$ cat config.mk
export PLATFORM = sky130hd
export DESIGN_NAME = alu_tr_core
export DESIGN_NICKNAME = d
export VERILOG_FILES = /design/src/rtl/alu_tr_pkg.sv /design/src/rtl/alu_bitops.sv /design/src/rtl/alu_arith.sv /design/src/rtl/alu_truth.sv /design/src/rtl/alu_tr_core.sv
export SDC_FILE = /design/constraint.sdc
export NUM_CORES = 1
export LEC_CHECK = 0
export ABC_AREA = 1
export BUFFER_PORTS_ARGS = -buffer_cell sky130_fd_sc_hd__buf_2
export CAP_MARGIN = 20
export CORE_MARGIN = 3
export CORE_UTILIZATION = 45
export DETAILED_ROUTE_END_ITERATION = 16
export GPL_TIMING_DRIVEN = 0
export PLACE_DENSITY = 0.62
export SLEW_MARGIN = 10
export SYNTH_ARGS = -nofsm -noshare
export SYNTH_HDL_FRONTEND = slang
export SYNTH_SLANG_ARGS = --single-unit
$ cat constraint.sdc
create_clock -name clk -period 2.9 [get_ports clk]
set_input_delay 0.29 -clock clk [delete_from_list [all_inputs] [get_ports clk]]
set_output_delay 0.29 -clock clk [all_outputs]
set_load 0.02 [all_outputs]
$ cat src/rtl/alu_tr_pkg.sv
package alu_tr_pkg;

    localparam int OPW = 5;

    typedef enum logic [OPW-1:0] {
        OP_AND  = 5'b00000,
        OP_OR   = 5'b00001,
        OP_XOR  = 5'b00010,
        OP_NOT  = 5'b00011,
        OP_SHL  = 5'b00100,
        OP_SHR  = 5'b00101,
        OP_ROR  = 5'b00110,
        OP_ROL  = 5'b00111,
        OP_GT   = 5'b01000,
        OP_GE   = 5'b01001,
        OP_LT   = 5'b01010,
        OP_LE   = 5'b01011,
        OP_EQ   = 5'b01100,
        OP_NE   = 5'b01101,
        OP_ZR   = 5'b01110,
        OP_NZ   = 5'b01111,
        OP_TSET = 5'b10000,
        OP_TCLR = 5'b10001,
        OP_DEC  = 5'b10010,
        OP_INC  = 5'b10011,
        OP_ADD  = 5'b10100,
        OP_SUB  = 5'b10101
    } alu_op_e;

    typedef enum logic {
        TR_FALSE = 1'b0,
        TR_TRUE  = 1'b1
    } tr_state_e;

    typedef enum logic [1:0] {
        TR_HOLD,
        TR_SET,
        TR_CLEAR
    } tr_move_e;

    typedef enum logic [1:0] {
        CLS_DATA,
        CLS_TRUTH,
        CLS_NONE
    } op_class_e;

    function automatic op_class_e classify(input logic [OPW-1:0] code);
        op_class_e c;
        if (code[4] == 1'b0) begin
            c = code[3] ? CLS_TRUTH : CLS_DATA;
        end else if (code <= 5'b10001) begin
            c = CLS_TRUTH;
        end else if (code <= 5'b10101) begin
            c = CLS_DATA;
        end else begin
            c = CLS_NONE;
        end
        return c;
    endfunction

endpackage

$ cat src/rtl/alu_bitops.sv
module alu_bitops #(
    parameter int W = 8
) (
    input  logic [2:0]   sel_i,
    input  logic [W-1:0] a_i,
    input  logic [W-1:0] b_i,
    output logic [W-1:0] y_o
);
    localparam int SW = $clog2(W);

    logic [SW-1:0]  amt;
    logic [2*W-1:0] dbl;
    logic [2*W-1:0] rr;
    logic [2*W-1:0] rl;

    assign amt = b_i[SW-1:0];
    assign dbl = {a_i, a_i};
    assign rr  = dbl >> amt;
    assign rl  = dbl << amt;

    always_comb begin
        unique case (sel_i)
            3'd0:    y_o = a_i & b_i;
            3'd1:    y_o = a_i | b_i;
            3'd2:    y_o = a_i ^ b_i;
            3'd3:    y_o = ~b_i;
            3'd4:    y_o = a_i << amt;
            3'd5:    y_o = a_i >> amt;
            3'd6:    y_o = rr[W-1:0];
            default: y_o = rl[2*W-1:W];
        endcase
    end
endmodule

$ cat src/rtl/alu_arith.sv
module alu_arith #(
    parameter int W = 8
) (
    input  logic [2:0]   sel_i,
    input  logic [W-1:0] a_i,
    input  logic [W-1:0] b_i,
    output logic [W-1:0] y_o
);
    localparam logic [W-1:0] ONE = W'(1);

    always_comb begin
        unique case (sel_i)
            3'b010:  y_o = a_i - ONE;
            3'b011:  y_o = a_i + ONE;
            3'b100:  y_o = a_i + b_i;
            3'b101:  y_o = a_i - b_i;
            default: y_o = '0;
        endcase
    end
endmodule

$ cat src/rtl/alu_truth.sv
module alu_truth #(
    parameter int W = 8
) (
    input  logic [4:0]   code_i,
    input  logic [W-1:0] a_i,
    input  logic [W-1:0] b_i,
    output alu_tr_pkg::tr_move_e move_o
);
    import alu_tr_pkg::*;

    logic bit_v;

    always_comb begin
        unique case (code_i[2:0])
            3'd0:    bit_v = a_i >  b_i;
            3'd1:    bit_v = a_i >= b_i;
            3'd2:    bit_v = a_i <  b_i;
            3'd3:    bit_v = a_i <= b_i;
            3'd4:    bit_v = a_i == b_i;
            3'd5:    bit_v = a_i != b_i;
            3'd6:    bit_v = a_i == '0;
            default: bit_v = a_i != '0;
        endcase
    end

    always_comb begin
        if (code_i == OP_TSET) begin
            move_o = TR_SET;
        end else if (code_i == OP_TCLR) begin
            move_o = TR_CLEAR;
        end else if (code_i[4:3] == 2'b01) begin
            move_o = bit_v ? TR_SET : TR_CLEAR;
        end else begin
            move_o = TR_HOLD;
        end
    end
endmodule

$ cat src/rtl/alu_tr_core.sv
module alu_tr_core #(
    parameter int W = 8
) (
    input  logic         clk,
    input  logic         rst_n,
    input  logic         issue_i,
    input  logic         cond_i,
    input  logic [4:0]   opcode_i,
    input  logic [W-1:0] opa_i,
    input  logic [W-1:0] opb_i,
    output logic [W-1:0] result_o,
    output logic         wr_en_o,
    output logic         tr_upd_o,
    output logic         tr_o
);
    import alu_tr_pkg::*;

    tr_state_e tr_state, tr_next;
    tr_move_e  move;
    op_class_e cls;
    logic      exec;
    logic [W-1:0] bit_y, arith_y, data_y;

    alu_bitops #(.W(W)) u_bitops (
        .sel_i (opcode_i[2:0]),
        .a_i   (opa_i),
        .b_i   (opb_i),
        .y_o   (bit_y)
    );

    alu_arith #(.W(W)) u_arith (
        .sel_i (opcode_i[2:0]),
        .a_i   (opa_i),
        .b_i   (opb_i),
        .y_o   (arith_y)
    );

    alu_truth #(.W(W)) u_truth (
        .code_i (opcode_i),
        .a_i    (opa_i),
        .b_i    (opb_i),
        .move_o (move)
    );

    assign cls    = classify(opcode_i);
    assign exec   = issue_i && (!cond_i || (tr_state == TR_TRUE));
    assign data_y = opcode_i[4] ? arith_y : bit_y;

    always_comb begin
        tr_next = tr_state;
        if (exec && cls == CLS_TRUTH) begin
            unique case (move)
                TR_SET:   tr_next = TR_TRUE;
                TR_CLEAR: tr_next = TR_FALSE;
                default:  tr_next = tr_state;
            endcase
        end
    end

    // State register for the truth bit
    always_ff @(posedge clk) begin
        if (!rst_n) begin
            tr_state <= TR_FALSE;
        end else begin
            tr_state <= tr_next;
        end
    end

    // Registered outputs
    always_ff @(posedge clk) begin
        if (!rst_n) begin
            result_o <= '0;
            wr_en_o  <= 1'b0;
            tr_upd_o <= 1'b0;
        end else begin
            result_o <= (exec && cls == CLS_DATA) ? data_y : '0;
            wr_en_o  <= exec && (cls == CLS_DATA);
            tr_upd_o <= exec && (cls == CLS_TRUTH);
        end
    end

    assign tr_o = (tr_state == TR_TRUE);
endmodule

==> results.json <==
{
  "status": "completed",
  "cts_root_buffer": "clkbuf_8",
  "dieArea_um2": 6828,
  "post_dp_cell_area_um2": 2898,
  "grt_pass1_vias": 2829,
  "fin_crit_sh_pct": 94.32,
  "required_ns": 3.03,
  "drtAntennaViolNets": 0,
  "crit_buf_inv": 5,
  "rsz0062_at_grt": "no",
  "vias": 3299,
  "max-vdd-ir-drop_v": 0.0002132,
  "fin_cells": 601,
  "hold_depth": 3,
  "start_util_pct": 47.12,
  "path_max_fanout": 10,
  "max_slew_margin_pct": 68.56,
  "netSwitchingFraction_pct": 47.00,
  "rows": 27,
  "worst_pin_slew_ns": 0.4666,
  "synthCells": 492,
  "hp-class": "input pin to register",
  "hold_viol": 0,
  "syn2layout_area_growth_pct": 11.88,
  "max_cap_violations": 0,
  "cts_tree": "yes",
  "maxSlewViolCount": 0,
  "drtIter0Drc": 224,
  "ys_warn_count": 0,
  "p_switching_mw": 0.3415,
  "grt_pass1_wl_um": 13750,
  "r2r_slack_ns": 1.64,
  "critPathLaunchType": "input pin",
  "ioPinCount": 36,
  "layout.nets": 590,
  "n_antenna_cell": 0,
  "drive_above_1_share_pct": 12.48,
  "synth.distinct_cells": 37,
  "grt_use_total_pct": 26.42,
  "path_clk_slew_ns": 0.05,
  "grt_max_degree": 12,
  "crit_path_top_delay_cell": "ha_1",
  "p_leak_nw": 1.667,
  "final-setup-viol-count": 0,
  "fmax_mhz": 365.6,
  "drt_pre_antenna_iters": 5,
  "core-area_um2": 5608,
  "die_y_um": 82.63,
  "fin_area_um2": 2957,
  "io_buffers": 33,
  "crit_path_max_incr_delay_ns": 0.36,
  "synth_nets": 552,
  "crit_family": "simple AND/OR/NAND/NOR gates",
  "antenna_found_initial": 0,
  "drc": 0,
  "fillers": 639,
  "die_x_um": 82.63,
  "clockPowerShare_pct": 20.9,
  "grt_overflow": 0,
  "end_kind": "register",
  "cts_buffers": 3,
  "hold_end": "tr_o",
  "pre_cts_ws_ns": -0.1915,
  "globalplace.congestion": 0.9101,
  "p_comb_share_pct": 57.8,
  "ys_seq_area_share_pct": 8.333,
  "ys_ff_latch": 11,
  "syn_area_um2": 2643,
  "post_drt_wl_per_cell_um": 14.62,
  "cts_max_level": 1,
  "reg2reg_depth": 6,
  "clock_path_buffers": 2,
  "clock_latency_ns": 0.24,
  "placed_cells": 597,
  "r2r_start": "tr_o",
  "crit_start": "opb_i[2]",
  "cts_sinks": 11,
  "worst_clock_skew_ns": 0.0003111,
  "worstPathArrival_ns": 2.86,
  "fin_crit_ns": 2.735,
  "fin_ws_ns": 0.1647,
  "viasPerCell": 5.489,
  "dp_hpwl_um": 7327,
  "postCtsHoldBufs": 0,
  "r2r_end": "result_o[0]",
  "seqPwrFrac_pct": 21.4,
  "power_density_nw_per_um2": 245.7,
  "syn_avg_cell_area_um2": 5.371,
  "path_cells": "buf_2 -> buf_2 -> clkinvlp_4 -> ha_1 -> inv_1 -> nand3_1 -> nand2_1 -> nand2_1 -> nand2_1 -> nand3_1 -> nand3_1 -> nand3_1 -> nand2_1 -> inv_1 -> ha_1 -> or2_0 -> o21ai_0 -> a21oi_1",
  "crit_type": "input pin to register",
  "routed_wl_um": 8788,
  "internal_power_mw": 0.3850,
  "min-delay-start": "rst_n"
}
==> flip-flops by register name, indices dropped and copies added (netlist names) <==
register / flops
tr_o: 1
tr_upd_o: 1
wr_en_o: 1
result_o: 8
==> power groups by stage <==
stage	clock network [mW]	registers [mW]	logic (mW)
final	0.152	0.155	0.420
after detailed placement	0	0.158	0.408
after global placement	0	0.158	0.405
after floorplan	0	0.162	0.280
after global routing	0.159	0.156	0.471
after CTS	0.155	0.155	0.410
==> logic make-up after synthesis <==
kind of cell / share of synthesized area [%]
AOI/OAI and AO/OA: 17.19
adders and majority gates: 17.14
buffers and inverters: 11.98
DFF: 8.333
and+or+nand+nor: 45.36
==> per-layer routing <==
| metal | vias up | share of wire (%) | GRT usage (%) |
|---|---|---|---|
| li1 | 1661 | - | - |
| met1 | 1480 | 46 | 37.28 |
| met2 | 140 | 44 | 41.91 |
| met3 | 18 | 6.9 | 1.518 |
| met4 | 0 | 2.8 | 9.967 |
| met5 | - | 0 | 0 |
==> cell usage in the layout (no fill, tap or decap), types with 3 or more instances in the layout <==
cell type | Yosys | layout
clkbuf_8 | 0 | 3
nand2_1 | 156 | 156
o21bai_1 | 3 | 3
inv_2 | 8 | 8
o21ai_0 | 36 | 35
clkbuf_1 | 2 | 3
dfxtp_1 | 11 | 11
inv_1 | 63 | 63
o211ai_1 | 4 | 4
nand3_1 | 46 | 45
nand3_2 | 3 | 4
o22ai_1 | 5 | 5
ha_1 | 33 | 33
buf_2 | 7 | 40
nand4_1 | 6 | 6
nor2_1 | 55 | 53
a21oi_1 | 25 | 25
nor2_2 | 3 | 5
==> stage by stage <==
stage / utilization (%) / power (mW) / hold WS (ns) / TNS, ns
floorplan: - / 0.4426 / 0.4284 / 0
global placement: 51.67 / 0.5629 / 0.4546 / -0.1516
detailed placement: 51.67 / 0.5661 / 0.4690 / -0.1915
CTS: 52.48 / 0.7201 / 0.2975 / 0
global route: 52.72 / 0.7861 / 0.3066 / 0
finish: 52.72 / 0.7265 / 0.3003 / 0
==> cell usage after synthesis (all sizes together) <==
cell,instances,area (µm²)
fa,2,40.04
clkinv,1,3.750
or2,5,31.28
dfxtp,11,220.2
nor2,59,236.5
nand4,6,37.54
o21a,1,7.510
a21o,1,7.510
nor3,3,20.02
nand2,157,591.8
and2,1,6.260
o2bb2ai,1,8.760
nand3,49,260.3
o22ai,5,31.28
o221ai,1,8.760
buf,8,38.78
a22oi,1,7.510
nand3b,2,15.01
clkbuf,2,7.510
o21bai,3,22.52
o21ai,37,185.2
a21oi,25,125.1
o211ai,4,30.03
a31oi,2,12.51
ha,33,412.9
a21boi,1,7.510
inv,71,266.5
==> worst reg2reg max path: stages, from the launching register on <==
cell,delay (ns)
dfxtp_1,0.32
inv_1,0.05
nand2_1,0.07
nand2_1,0.06
nor3_2,0.39
o21ai_0,0.18
nor2_1,0.13
==> area by class of cell <==
cell class	instances	area, µm²	area share [%]
repair buffers	33	165.2	5.586
clock buffers	4	45.04	1.523
plain buffers	10	46.29	1.566
multi-input cells	399	2116	71.56
well taps	72	90.09	3.047
inverters	72	274.0	9.268
flip-flops and latches	11	220.2	7.448
==> repair_timing <==
item,in CTS,in global routing
gates resized for setup,0,5
endpoints found under the hold margin,0,0
setup buffers,0,0
setup endpoints to repair,0,1
==> how the worst max path moves through the flow <==
stage,end,slack [ns],cells after the start
2_1_floorplan,tr_o,0.40,17
3_3_place_gp,tr_o,-0.15,18
3_5_place_dp,tr_o,-0.19,18
4_1_cts,tr_o,0.05,18
5_1_grt,tr_o,0.01,19
6_report,tr_o,0.16,18
Note: power is estimated with default switching activity, not from simulation.
